File: config.mk
export PLATFORM = sky130hd
export DESIGN_NAME = async_frame_tx
export DESIGN_NICKNAME = d
export VERILOG_FILES = /design/src/rtl/async_frame_tx.sv
export SDC_FILE = /design/constraint.sdc
export NUM_CORES = 1
export LEC_CHECK = 0
export ABC_AREA = 1
export BUFFER_PORTS_ARGS = -buffer_cell sky130_fd_sc_hd__buf_4
export CAP_MARGIN = 20
export CELL_PAD_IN_SITES_DETAIL_PLACEMENT = 0
export CELL_PAD_IN_SITES_GLOBAL_PLACEMENT = 2
export CORE_UTILIZATION = 30
export DETAILED_ROUTE_END_ITERATION = 12
export GPL_TIMING_DRIVEN = 0
export PLACE_DENSITY = 0.69
export SKIP_LAST_GASP = 1
export SYNTH_ARGS = -nofsm -noshare
export SYNTH_HDL_FRONTEND = slang
export SYNTH_SLANG_ARGS = --single-unit
File: constraint.sdc
create_clock -name clk -period 1.37 [get_ports clk]
set_input_delay 0.137 -clock clk [delete_from_list [all_inputs] [get_ports clk]]
set_output_delay 0.137 -clock clk [all_outputs]
set_load 0.05 [all_outputs]
File: src/rtl/async_frame_tx.sv
module async_frame_tx #(
  parameter int TICKS = 16,
  parameter int DW    = 8
) (
  input  logic          clk,
  input  logic          rst_n,
  input  logic          cfg_load,
  input  logic [1:0]    len_sel,
  input  logic          par_off,
  input  logic          par_even,
  input  logic          stop_long,
  input  logic          chr_load,
  input  logic [DW-1:0] chr_in,
  output logic          txd,
  output logic          hold_empty,
  output logic          line_idle
);
  localparam int CW = $clog2(2*TICKS);
  localparam int IW = $clog2(DW);
  localparam logic [CW-1:0] BIT_LAST  = CW'(TICKS-1);
  localparam logic [CW-1:0] ONE_STOP  = CW'(TICKS-1);
  localparam logic [CW-1:0] HALF_STOP = CW'(TICKS + TICKS/2 - 1);
  localparam logic [CW-1:0] TWO_STOP  = CW'(2*TICKS-1);

  typedef enum logic [2:0] {S_IDLE, S_START, S_DATA, S_PAR, S_STOP} st_t;

  st_t           st;
  logic [1:0]    len_q;
  logic          poff_q, even_q, slong_q;
  logic [DW-1:0] hold_q, sh;
  logic          hold_full, f_poff, f_par;
  logic [IW-1:0] idx, last_idx;
  logic [CW-1:0] cnt, stop_end;

  logic [DW-1:0] mask;
  logic          bit_end, stop_done, take;

  assign mask      = {DW{1'b1}} >> (2'd3 - len_sel_q_w());
  assign bit_end   = (cnt == BIT_LAST);
  assign stop_done = (st == S_STOP) && (cnt == stop_end);
  assign take      = hold_full && ((st == S_IDLE) || stop_done);

  function automatic logic [1:0] len_sel_q_w();
    return len_q;
  endfunction

  always_ff @(posedge clk or negedge rst_n) begin
    if (!rst_n) begin
      len_q   <= 2'd3;
      poff_q  <= 1'b0;
      even_q  <= 1'b0;
      slong_q <= 1'b0;
    end else if (cfg_load) begin
      len_q   <= len_sel;
      poff_q  <= par_off;
      even_q  <= par_even;
      slong_q <= stop_long;
    end
  end

  always_ff @(posedge clk or negedge rst_n) begin
    if (!rst_n) begin
      hold_q    <= '0;
      hold_full <= 1'b0;
    end else begin
      if (take) hold_full <= 1'b0;
      if (chr_load) begin
        hold_q    <= chr_in;
        hold_full <= 1'b1;
      end
    end
  end

  always_ff @(posedge clk or negedge rst_n) begin
    if (!rst_n) begin
      st       <= S_IDLE;
      cnt      <= '0;
      sh       <= '0;
      idx      <= '0;
      last_idx <= '0;
      f_poff   <= 1'b0;
      f_par    <= 1'b0;
      stop_end <= ONE_STOP;
    end else if (take) begin
      st       <= S_START;
      cnt      <= '0;
      sh       <= hold_q & mask;
      idx      <= '0;
      last_idx <= IW'(len_q) + IW'(4);
      f_poff   <= poff_q;
      f_par    <= (^(hold_q & mask)) ^ ~even_q;
      stop_end <= !slong_q ? ONE_STOP : (len_q == 2'd0) ? HALF_STOP : TWO_STOP;
    end else begin
      case (st)
        S_START: begin
          cnt <= bit_end ? '0 : cnt + 1'b1;
          if (bit_end) st <= S_DATA;
        end
        S_DATA: begin
          cnt <= bit_end ? '0 : cnt + 1'b1;
          if (bit_end) begin
            if (idx == last_idx) st <= f_poff ? S_STOP : S_PAR;
            else begin
              idx <= idx + 1'b1;
              sh  <= sh >> 1;
            end
          end
        end
        S_PAR: begin
          cnt <= bit_end ? '0 : cnt + 1'b1;
          if (bit_end) st <= S_STOP;
        end
        S_STOP: begin
          if (stop_done) begin
            st  <= S_IDLE;
            cnt <= '0;
          end else cnt <= cnt + 1'b1;
        end
        default: cnt <= '0;
      endcase
    end
  end

  always_comb begin
    case (st)
      S_START: txd = 1'b0;
      S_DATA:  txd = sh[0];
      S_PAR:   txd = f_par;
      default: txd = 1'b1;
    endcase
  end

  assign hold_empty = !hold_full;
  assign line_idle  = (st == S_IDLE);

  a_r6_idle_line_high: assert property (@(posedge clk) disable iff (!rst_n)
    line_idle |-> txd);
  a_r6_start_needs_char: assert property (@(posedge clk) disable iff (!rst_n)
    $fell(line_idle) |-> !txd && $past(!hold_empty));
  a_r7_load_fills_hold: assert property (@(posedge clk) disable iff (!rst_n)
    chr_load |=> !hold_empty);
  a_r5_stop_before_idle: assert property (@(posedge clk) disable iff (!rst_n)
    $rose(line_idle) |-> $past(txd));
  a_r2_start_from_idle_or_stop: assert property (@(posedge clk) disable iff (!rst_n)
    (st == S_START && $past(st) != S_START) |-> $past(line_idle) || $past(txd));
endmodule

==> results.toml, run 1 <==
[status]
status = "complete, but fails checks"
violations = "negative setup slack"

[synthesis]
synth-seq-area-share = 0.464
ys_ff_latch = 40
synthTopCellsByCount = "86 x nand2_1, 37 x dfrtp_1, 30 x inv_1, 16 x nand3_1, 16 x o21ai_0"
syn-num-nets = 285
synth_area_leaders = "dfrtp_1 43%, nand2_1 15%, nand3_2 6.0%"
synth_flop_cell = "dfrtp_1"
ys_async_sr_fraction = 1.00
synthCells = 264
yosysTopAreaCellShare = 0.427
synth-edff-count = 0
yosysWarnings = 0
syn_avg_cell_area_um2 = 8.21
synthDistinctLibCells = 28
synth_area_mm2 = 0.00217
synth_area_leader_cell = "dfrtp_1"
synth_most_common_cell = "nand2_1"

[route]
drt_iter0_drc = 102
drt-total-wl_um = 4990
drt-pass1-iter-count = 4
ant_nets = 0
drc = 0
vias_per_cell = 4.36
vias = 1756
drt-wirelength-per-cell_um = 12.4

[placement]
numPortBuffers = 18
dp_hpwl_um = 3420
placed_area_mm2 = 0.00245
place.gp.congestion = 0.693

[timing]
skew_ns = 0.00841
fin_crit_sh = 1.16
tightest_slew_ns = 0.525
final_hold_viol_count = 0
rsz0062_at_grt = "true"
fin_crit_ns = 1.59
drv_slew = 0
max_freq_mhz = 627
slew_headroom = 0.650
worst_slack_ns = -0.224
setup_violations = 22

[worst_setup_path]
path_delay_family = "simple AND/OR/NAND/NOR gates"
cpMostUsedCell = "nand3_2"
critPathLaunchType = "flop"
path_max_fanout = 7
critPathRequiredTime_ns = 1.56
crit_buf_inv = 2
cp_cell_sequence = "ha_2 -> nand2_4 -> a21oi_2 -> nand3_2 -> nand2_2 -> nand2_4 -> buf_12 -> clkbuf_16 -> nand3_2 -> nand3_2"
critPathSlowestCell = "dfrtp_1"
cp-end-kind = "flop"
cp_data_arrival_time_ns = 1.79
critPathKind = "reg2reg"
slowest_delay_ns = 0.37

[floorplanning]
rows = 30
fp.dieH_um = 87.0
die_area_mm2 = 0.00757
io_pins = 20
start_util = 0.315
die_w_um = 87.0
coreArea_mm2 = 0.00687

[layout]
num-nets-final = 327
syn_to_final_growth_pct = 34.7
n_fill_cell = 709
multi_input_area_mm2 = 0.00115
layout-drive-gt1-share = 0.388
diodes = 0
stdcell_area_mm2 = 0.00292
ff_latch_area_mm2 = 0.00101

[clock_tree]
cts_tree = "built"
insertion_delay_ns = 0.29
ctsLongestPathBuffers = 2
cts_buffers = 5
cts-root-buf = "clkbuf_8"
path_clk_slew_ns = 0.08
cts_max_level = 2
cts_sinks = 40

[grt]
antenna_found_initial = 0
grt_max_degree = 41
grt_pass1_vias = 1653
grt_pass1_wl_um = 8150
grt_use_total = 0.144
grt_overflow_total = 0

[pwr]
total_leakage_power_uw = 0.00147
p_total_uw = 2350
vdd.ir_drop.worst_uv = 412
powerDensity_mw_per_mm2 = 805

[hold_path]
hold_class = "in2reg"

[job]
drv_cap = 0
## tightest hold or removal path, cell delays in order
cell,delay (ns)
buf_4,0.07
nand2_1,0.04
o21ai_0,0.06
## where the power goes
group          total, uW  internal, uW  switching, uW
registers           1310          1250           58.0
clock network        771           358            413
logic                271           116            155
## path summary, 6_finish.rpt
kind | slack, ns | startpoint | depth (start not counted) | endpoint
min reg2reg | 0.50 | last_idx[2] | 1 | last_idx[2]
min in group asynchronous | 0.37 | rst_n | 2 | idx[1]
max reg2reg | -0.22 | cnt[1] | 10 | sh[4]
min | 0.05 | chr_in[2] | 3 | hold_q[2]
max in group asynchronous | 0.62 | rst_n | 2 | st[0]
max | -0.22 | cnt[1] | 10 | sh[4]
## registers in the layout, summed over array words and instances (netlist names)
signal / count
hold_q: 8
poff_q: 1
f_par: 1
idx: 3
sh: 8
f_poff: 1
st: 3
len_q: 2
last_idx: 3
even_q: 1
hold_full: 1
slong_q: 1
stop_end: 2
cnt: 5
## stage by stage
stage          utilization  hold WS, ns  worst slack [ns]  cells  setup TNS [ns]
3_5_place_dp         0.356        0.165            -0.287    378           -5.66
5_1_grt              0.425       0.0483            -0.308    403           -6.08
3_3_place_gp         0.356        0.169            -0.298    378           -6.12
2_1_floorplan            -       -0.159            -0.188    264           -3.18
6_report             0.425       0.0455            -0.224    403           -4.05
4_1_cts              0.397       0.0397            -0.193    399           -3.50
## area by class of cell
cell class	instances	area share
clock buffers	7	0.0261
multi-input cells	184	0.395
inverters	33	0.0433
well taps	96	0.0411
repair buffers	35	0.117
flip-flops and latches	40	0.345
plain buffers	7	0.0309
clock inverters	1	0.00171
## cell usage in the layout (no fill, tap or decap), types with 2 or more instances in the layout
cell       count
nand2_1       73
dfrtp_1       34
buf_4         27
inv_1         25
nand3_2       17
nand2_2       15
o21ai_0       14
nand3_1       11
nor2_1         9
inv_2          7
nand2_4        6
buf_6          6
nor2_4         5
o21ai_2        5
clkbuf_8       5
clkbuf_1       4
xor2_1         3
a21oi_1        3
nand4_1        3
xnor2_1        3
o21ai_1        3
buf_12         3
dfstp_2        3
dfrtp_2        3
a21oi_2        2
ha_2           2
clkbuf_16      2
## cells by family (layout without fill, tap and decap cells)
family,after synthesis,after routing,share of synthesized area
adders and majority gates,4,4,0.0231
DFF,40,40,0.464
buffers and inverters,40,83,0.0849
AOI/OAI and AO/OA,29,29,0.0779
muxes,1,1,0.00520
xor gates and xnor gates,6,6,0.0243
and+or+nand+nor,144,144,0.321
## routing by layer
layer,GRT usage,wire length [um],part of all wire
met5,0,0,0
met2,0.220,2340,0.47
met1,0.204,2490,0.50
met4,0.0409,51,0.010
met3,0.0313,116,0.023
## timing repair
action | in CTS | in global routing
gates resized for setup | 27 | 32
cloned | 2 | 2
pin swaps | 8 | 12
endpoints found under the hold margin | 37 | 0
setup buffers | 10 | 2
hold buffers | 1 | 0
endpoints found under the setup margin | 28 | 28
Note: power is estimated with default switching activity, not from simulation.
==> inputs of run 2 (changes only) <==
ABC_AREA = not set   (was 1)
CORE_MARGIN = 8   (was not set)
PLACE_DENSITY = 0.63   (was 0.69)
RECOVER_POWER = 25   (was not set)
==> run 2 against run 1 <==
Effect of this change:
- the run still ends with negative setup slack left
- highest routed layer unchanged
- largest cell class unchanged
- worst setup slack got worse by 0.21 ns
- sequential share of layout area increased by 4.5 points
- global-route usage decreased by 4.3 points
- hold slack improved by 0.030 ns
- first-iteration DRC count decreased by 40%
- sequential power increased by 44%
- area after synthesis decreased by 12%
==> results.toml, run 2 <==
[status]
status = "complete, but fails checks"
violations = "negative setup slack"

[grt]
grt_pass1_vias = 1428
antenna_found_initial = 0
grt_pass1_wl_um = 7130
grt_max_degree = 41
grt_use_total = 0.101
grt_overflow_total = 0

[layout]
syn_to_final_growth_pct = 34.8
layout.cells.non_filler = 279
diodes = 0
num-nets-final = 222
fin_util = 0.412
final_common_cell = "dfrtp_1"
top_regs = "hold_q: 8 flops, sh: 8 flops, cnt: 5 flops"
layout_common_cells = "34 x dfrtp_1, 32 x buf_4, 18 x mux2_2"
layout-drive-gt1-share = 0.475

[pwr]
p_total_uw = 4560
vdd.ir_drop.worst_uv = 1080
powerDensity_mw_per_mm2 = 1770
total_leakage_power_uw = 0.00111

[floorplanning]
rows = 29
io_pins = 20
die_w_um = 95.9
die_area_mm2 = 0.00920
fp.dieH_um = 95.9
coreArea_mm2 = 0.00628
start_util = 0.305

[worst_setup_path]
cpMostUsedCell = "ha_4"
worstReg2RegStart = "cnt[0]"
critPathRequiredTime_ns = 1.54
reg2reg_to = "sh[4]"
path_max_fanout = 4
cp_data_arrival_time_ns = 1.97
critPathLaunchType = "flop"
slowest_delay_ns = 0.39
cp_cell_sequence = "ha_4 -> nand3_2 -> inv_2 -> ha_4 -> nand4bb_4 -> a31oi_4 -> a31oi_2 -> a221o_1"
cp-end-kind = "flop"
critPathKind = "reg2reg"
path_delay_family = "compound AO/OA/AOI/OAI gates"
critPathSlowestCell = "dfrtp_1"
worst-r2r-cell-count = 8
crit_buf_inv = 1
r2r_slack_ns = -0.44

[route]
drt-total-wl_um = 4450
drc = 0
ant_nets = 0
drt-wirelength-per-cell_um = 16.0
vias = 1352
wl_met1_um = 1980
top_layer = "met4"
route.met3.wl_um = 144
wl_met2_um = 2270
vias_per_cell = 4.85
drt-pass1-iter-count = 4
drt_iter0_drc = 61

[synthesis]
synth_area_leader_cell = "dfrtp_1"
ys_async_sr_fraction = 1.00
synthTopCellsByCount = "37 x dfrtp_1, 18 x mux2_2, 11 x xnor2_1, 9 x o21ai_0"
synth-edff-count = 0
synth_area_mm2 = 0.00192
syn-num-nets = 180
ys_ff_latch = 40
yosysTopAreaCellShare = 0.483
yosysWarnings = 0
synth-seq-area-share = 0.524
synth_flop_cell = "dfrtp_1"
syn_avg_cell_area_um2 = 12.1
synth_area_leaders = "dfrtp_1 48%, mux2_2 11%, xnor2_1 5.0%"
synthDistinctLibCells = 38
synthCells = 159
synth_most_common_cell = "dfrtp_1"

[timing]
slew_headroom = 0.311
final_hold_viol_count = 0
fin_crit_sh = 1.32
setup_tns_ns = -6.95
tightest_slew_ns = 1.03
rsz0062_at_grt = "true"
fin_crit_ns = 1.81
setup_violations = 28
drv_slew = 0
worst_slack_ns = -0.438
max_freq_mhz = 553
skew_ns = 0.00643

[hold_path]
hold_class = "in2reg"
min_path_cells = 2
hp-start = "par_even"
worstHoldEndpoint = "even_q"

[clock_tree]
ctsLongestPathBuffers = 2
cts-root-buf = "clkbuf_8"
insertion_delay_ns = 0.29
cts_tree = "built"
path_clk_slew_ns = 0.08
cts_max_level = 2
cts_sinks = 40
cts_buffers = 5

[placement]
place.gp.congestion = 0.758
placed_cells = 254
dp_hpwl_um = 2880
numPortBuffers = 18

[job]
drv_cap = 0
## run 2: per-stage QoR
stage	hold WS [ns]	instance area [um2]	setup slack [ns]
3_5_place_dp	0.153	2180	-0.695
5_1_grt	0.0596	2580	-0.568
2_1_floorplan	-0.159	1950	-0.403
3_3_place_gp	0.144	2180	-0.657
4_1_cts	0.0642	2470	-0.464
6_report	0.0759	2580	-0.438
## run 2: layer usage
metal | global-route usage | vias up
met5 | 0 | -
li1 | - | 653
met2 | 0.169 | 20
met4 | 0.0384 | 0
met1 | 0.120 | 673
met3 | 0.0289 | 6
## run 2: final cells by class
cell class              instances  area (um2)
clock inverters                 2        10.0
flip-flops and latches         40        1010
repair buffers                 39         312
multi-input cells             105        1010
plain buffers                   4        37.5
fillers                       612        3690
inverters                       6        25.0
clock buffers                   6        82.6
well taps                      77        96.3
## run 2: logic make-up (layout without fill, tap and decap cells)
group           after synthesis  count (layout)  share of synthesized area
buf+inv                      14              57                     0.0365
simple gates                 34              34                     0.0986
flops                        40              40                      0.524
xor+xnor                     14              14                     0.0711
mux                          26              26                      0.148
fa+ha+maj                     4               4                     0.0261
compound gates               27              27                     0.0960
## run 2: worst max path at each step
| stage | end | depth (start not counted) | from |
|---|---|---|---|
| 3_3_place_gp | sh[5] | 9 | cnt[0] |
| 6_report | sh[4] | 8 | cnt[0] |
| 2_1_floorplan | sh[5] | 9 | cnt[0] |
| 4_1_cts | sh[5] | 9 | cnt[1] |
| 3_5_place_dp | sh[5] | 9 | cnt[1] |
| 5_1_grt | sh[5] | 9 | cnt[1] |
## run 2: power breakdown
part	internal, uW	leakage (uW)	total, uW	switching [uW]
Clock	402	0.0000510	797	396
Sequential	1540	0.000478	1890	352
Combinational	983	0.000580	1870	891
## run 2: timing repair
action | 4_1_cts | 5_1_grt
hold buffers | 1 | 0
pin swaps | 13 | 8
buffers inserted | 13 | 7
setup endpoints to repair | 29 | 28
endpoints found under the hold margin | 37 | 0
gates cloned | 1 | 0
resized for setup | 22 | 21
==> inputs of run 3 (changes only) <==
SETUP_SLACK_MARGIN = 0.15   (was not set)
==> run 3 against run 2 <==
Effect of this change:
- the flow still finishes with violations (negative setup slack)
- global-route usage up 0.63 points
- design area up 5.9%
- wire length up 0.38%
- combinational power up 21%
- clock-buffer cell count up 1
- hold slack better by 0.0036 ns
- sequential share of layout area down 2.2 points
- sequential power down 3%
==> results.toml, run 3 (synthesized netlist as in run 2, its figures left out) <==
[worst_setup_path]
cp-end-kind = "flop"
slowest_delay_ns = 0.39
critPathKind = "reg2reg"
cp_data_arrival_time_ns = 2.00
critPathLaunchType = "flop"
cp_cell_sequence = "ha_4 -> nand3_4 -> inv_2 -> ha_4 -> nand4bb_4 -> a31oi_4 -> buf_6 -> mux2i_1 -> mux2i_1"
path_max_fanout = 5
critPathSlowestCell = "dfrtp_1"
critPathRequiredTime_ns = 1.53

[floorplanning]
io_pins = 20
die_area_mm2 = 0.00920
die_w_um = 95.9
start_util = 0.305
coreArea_mm2 = 0.00628
rows = 29
fp.dieH_um = 95.9

[placement]
numPortBuffers = 18
dp_hpwl_um = 2920
place.gp.congestion = 0.769
dp_slack_ns = -0.657

[timing]
drv_slew = 0
slew_headroom = 0.321
rsz0062_at_grt = "true"
fin_crit_sh = 1.34
worst_slack_ns = -0.465
tightest_slew_ns = 1.02
skew_ns = 0.00969
fin_crit_ns = 1.84
final_hold_viol_count = 0
setup_violations = 27
max_freq_mhz = 545

[clock_tree]
cts_max_level = 2
cts_buffers = 5
insertion_delay_ns = 0.29
cts-root-buf = "clkbuf_8"
cts_tree = "built"
cts_sinks = 40
path_clk_slew_ns = 0.07
ctsLongestPathBuffers = 2

[status]
violations = "negative setup slack"
status = "complete, but fails checks"

[layout]
num-nets-final = 235
layout-drive-gt1-share = 0.502
syn_to_final_growth_pct = 42.8
layout_common_cells = "36 x buf_4, 35 x dfrtp_1, 13 x mux2_2"
final_common_cell = "buf_4"
diodes = 0
n_fill_cell = 602
top_regs = "hold_q: 8 flops, sh: 8 flops, cnt: 5 flops"

[grt]
grt_max_degree = 41
grt_overflow_total = 0
antenna_found_initial = 0
grt_use_total = 0.107
grt_pass1_vias = 1536
grt_pass1_wl_um = 7600

[job]
drv_cap = 0

[hold_path]
hold_class = "in2reg"

[route]
vias_per_cell = 4.86
drt-pass1-iter-count = 4
ant_nets = 0
drt-wirelength-per-cell_um = 15.3
drt-total-wl_um = 4470
vias = 1420
drc = 0
drt_iter0_drc = 68

[pwr]
powerDensity_mw_per_mm2 = 1770
p_total_uw = 4840
total_leakage_power_uw = 0.00118
vdd.ir_drop.worst_uv = 891
[run 3: cell count changes in the layout (fill, tap and decap cells not counted), moves of 2 or more]
cell      previous run  this run
buf_6                5        12
mux2_2              18        13
mux2_4               0         5
buf_4               32        36
nand2_1              4         1
clkbuf_1             1         3
clkbuf_4             0         2
nand2_2              0         2
o21ai_2              3         1
[run 3: final cells by class]
| class | count | area [um2] | area share |
|---|---|---|---|
| inverters | 6 | 22.5 | 0.00823 |
| repair buffers | 48 | 398 | 0.145 |
| plain buffers | 8 | 86.3 | 0.0316 |
| clock buffers | 7 | 76.3 | 0.0279 |
| multi-input cells | 105 | 1040 | 0.382 |
| clock inverters | 1 | 5.00 | 0.00183 |
| well taps | 77 | 96.3 | 0.0352 |
| flip-flops and latches | 40 | 1010 | 0.368 |
[run 3: timing repair]
action | CTS | global route
endpoints found under the setup margin | 30 | 30
pin swaps | 11 | 7
setup buffers | 19 | 9
gates cloned | 1 | 0
hold endpoints to repair | 37 | 0
gates resized for setup | 39 | 14
hold buffers | 1 | 0
[run 3: report_power, final]
| part | switching, uW | total, uW | internal, uW |
|---|---|---|---|
| Sequential | 298 | 1840 | 1540 |
| Combinational | 1020 | 2260 | 1240 |
| Clock | 386 | 743 | 357 |
| Total | 1700 | 4840 | 3140 |
[run 3: routing by layer]
| metal | routed length (um) | vias up | global-route usage |
|---|---|---|---|
| li1 | - | 684 | - |
| met1 | 1940 | 710 | 0.125 |
| met2 | 2360 | 24 | 0.185 |
| met3 | 143 | 2 | 0.0296 |
| met4 | 29 | 0 | 0.0384 |
| met5 | 0 | - | 0 |
[run 3: final timing paths]
path | from | to | slack [ns] | cells after the start
worst max-delay path | cnt[0] | sh[6] | -0.47 | 9
max in group asynchronous | rst_n | st[2] | 0.11 | 2
worst min-delay path | chr_in[3] | hold_q[3] | 0.08 | 2
worst min register to register | slong_q | stop_end[3] | 0.47 | 1
worst max register to register | cnt[0] | sh[6] | -0.47 | 9
min in group asynchronous | rst_n | even_q | 0.57 | 2
[run 3: worst max-delay path: cells and delay by family, from the launching register on]
kind                       cells  cell delay [ns]
and+or+nand+nor                2             0.22
muxes                          2             0.29
DFF                            1             0.39
buffers and inverters          2             0.25
AOI/OAI and AO/OA              1             0.25
adders and majority gates      2             0.31
[run 3: metrics by stage]
stage          hold slack (ns)  TNS [ns]  cells   util  cell area (um2)
6_report                0.0795     -7.73    292  0.436             2740
5_1_grt                 0.0692    -11.16    292  0.436             2740
4_1_cts                 0.0654     -7.03    283  0.418             2620
3_5_place_dp             0.151     -8.41    254  0.352             2210
3_3_place_gp             0.143     -7.91    254  0.352             2210
2_1_floorplan           -0.159     -4.96    159      -             1980
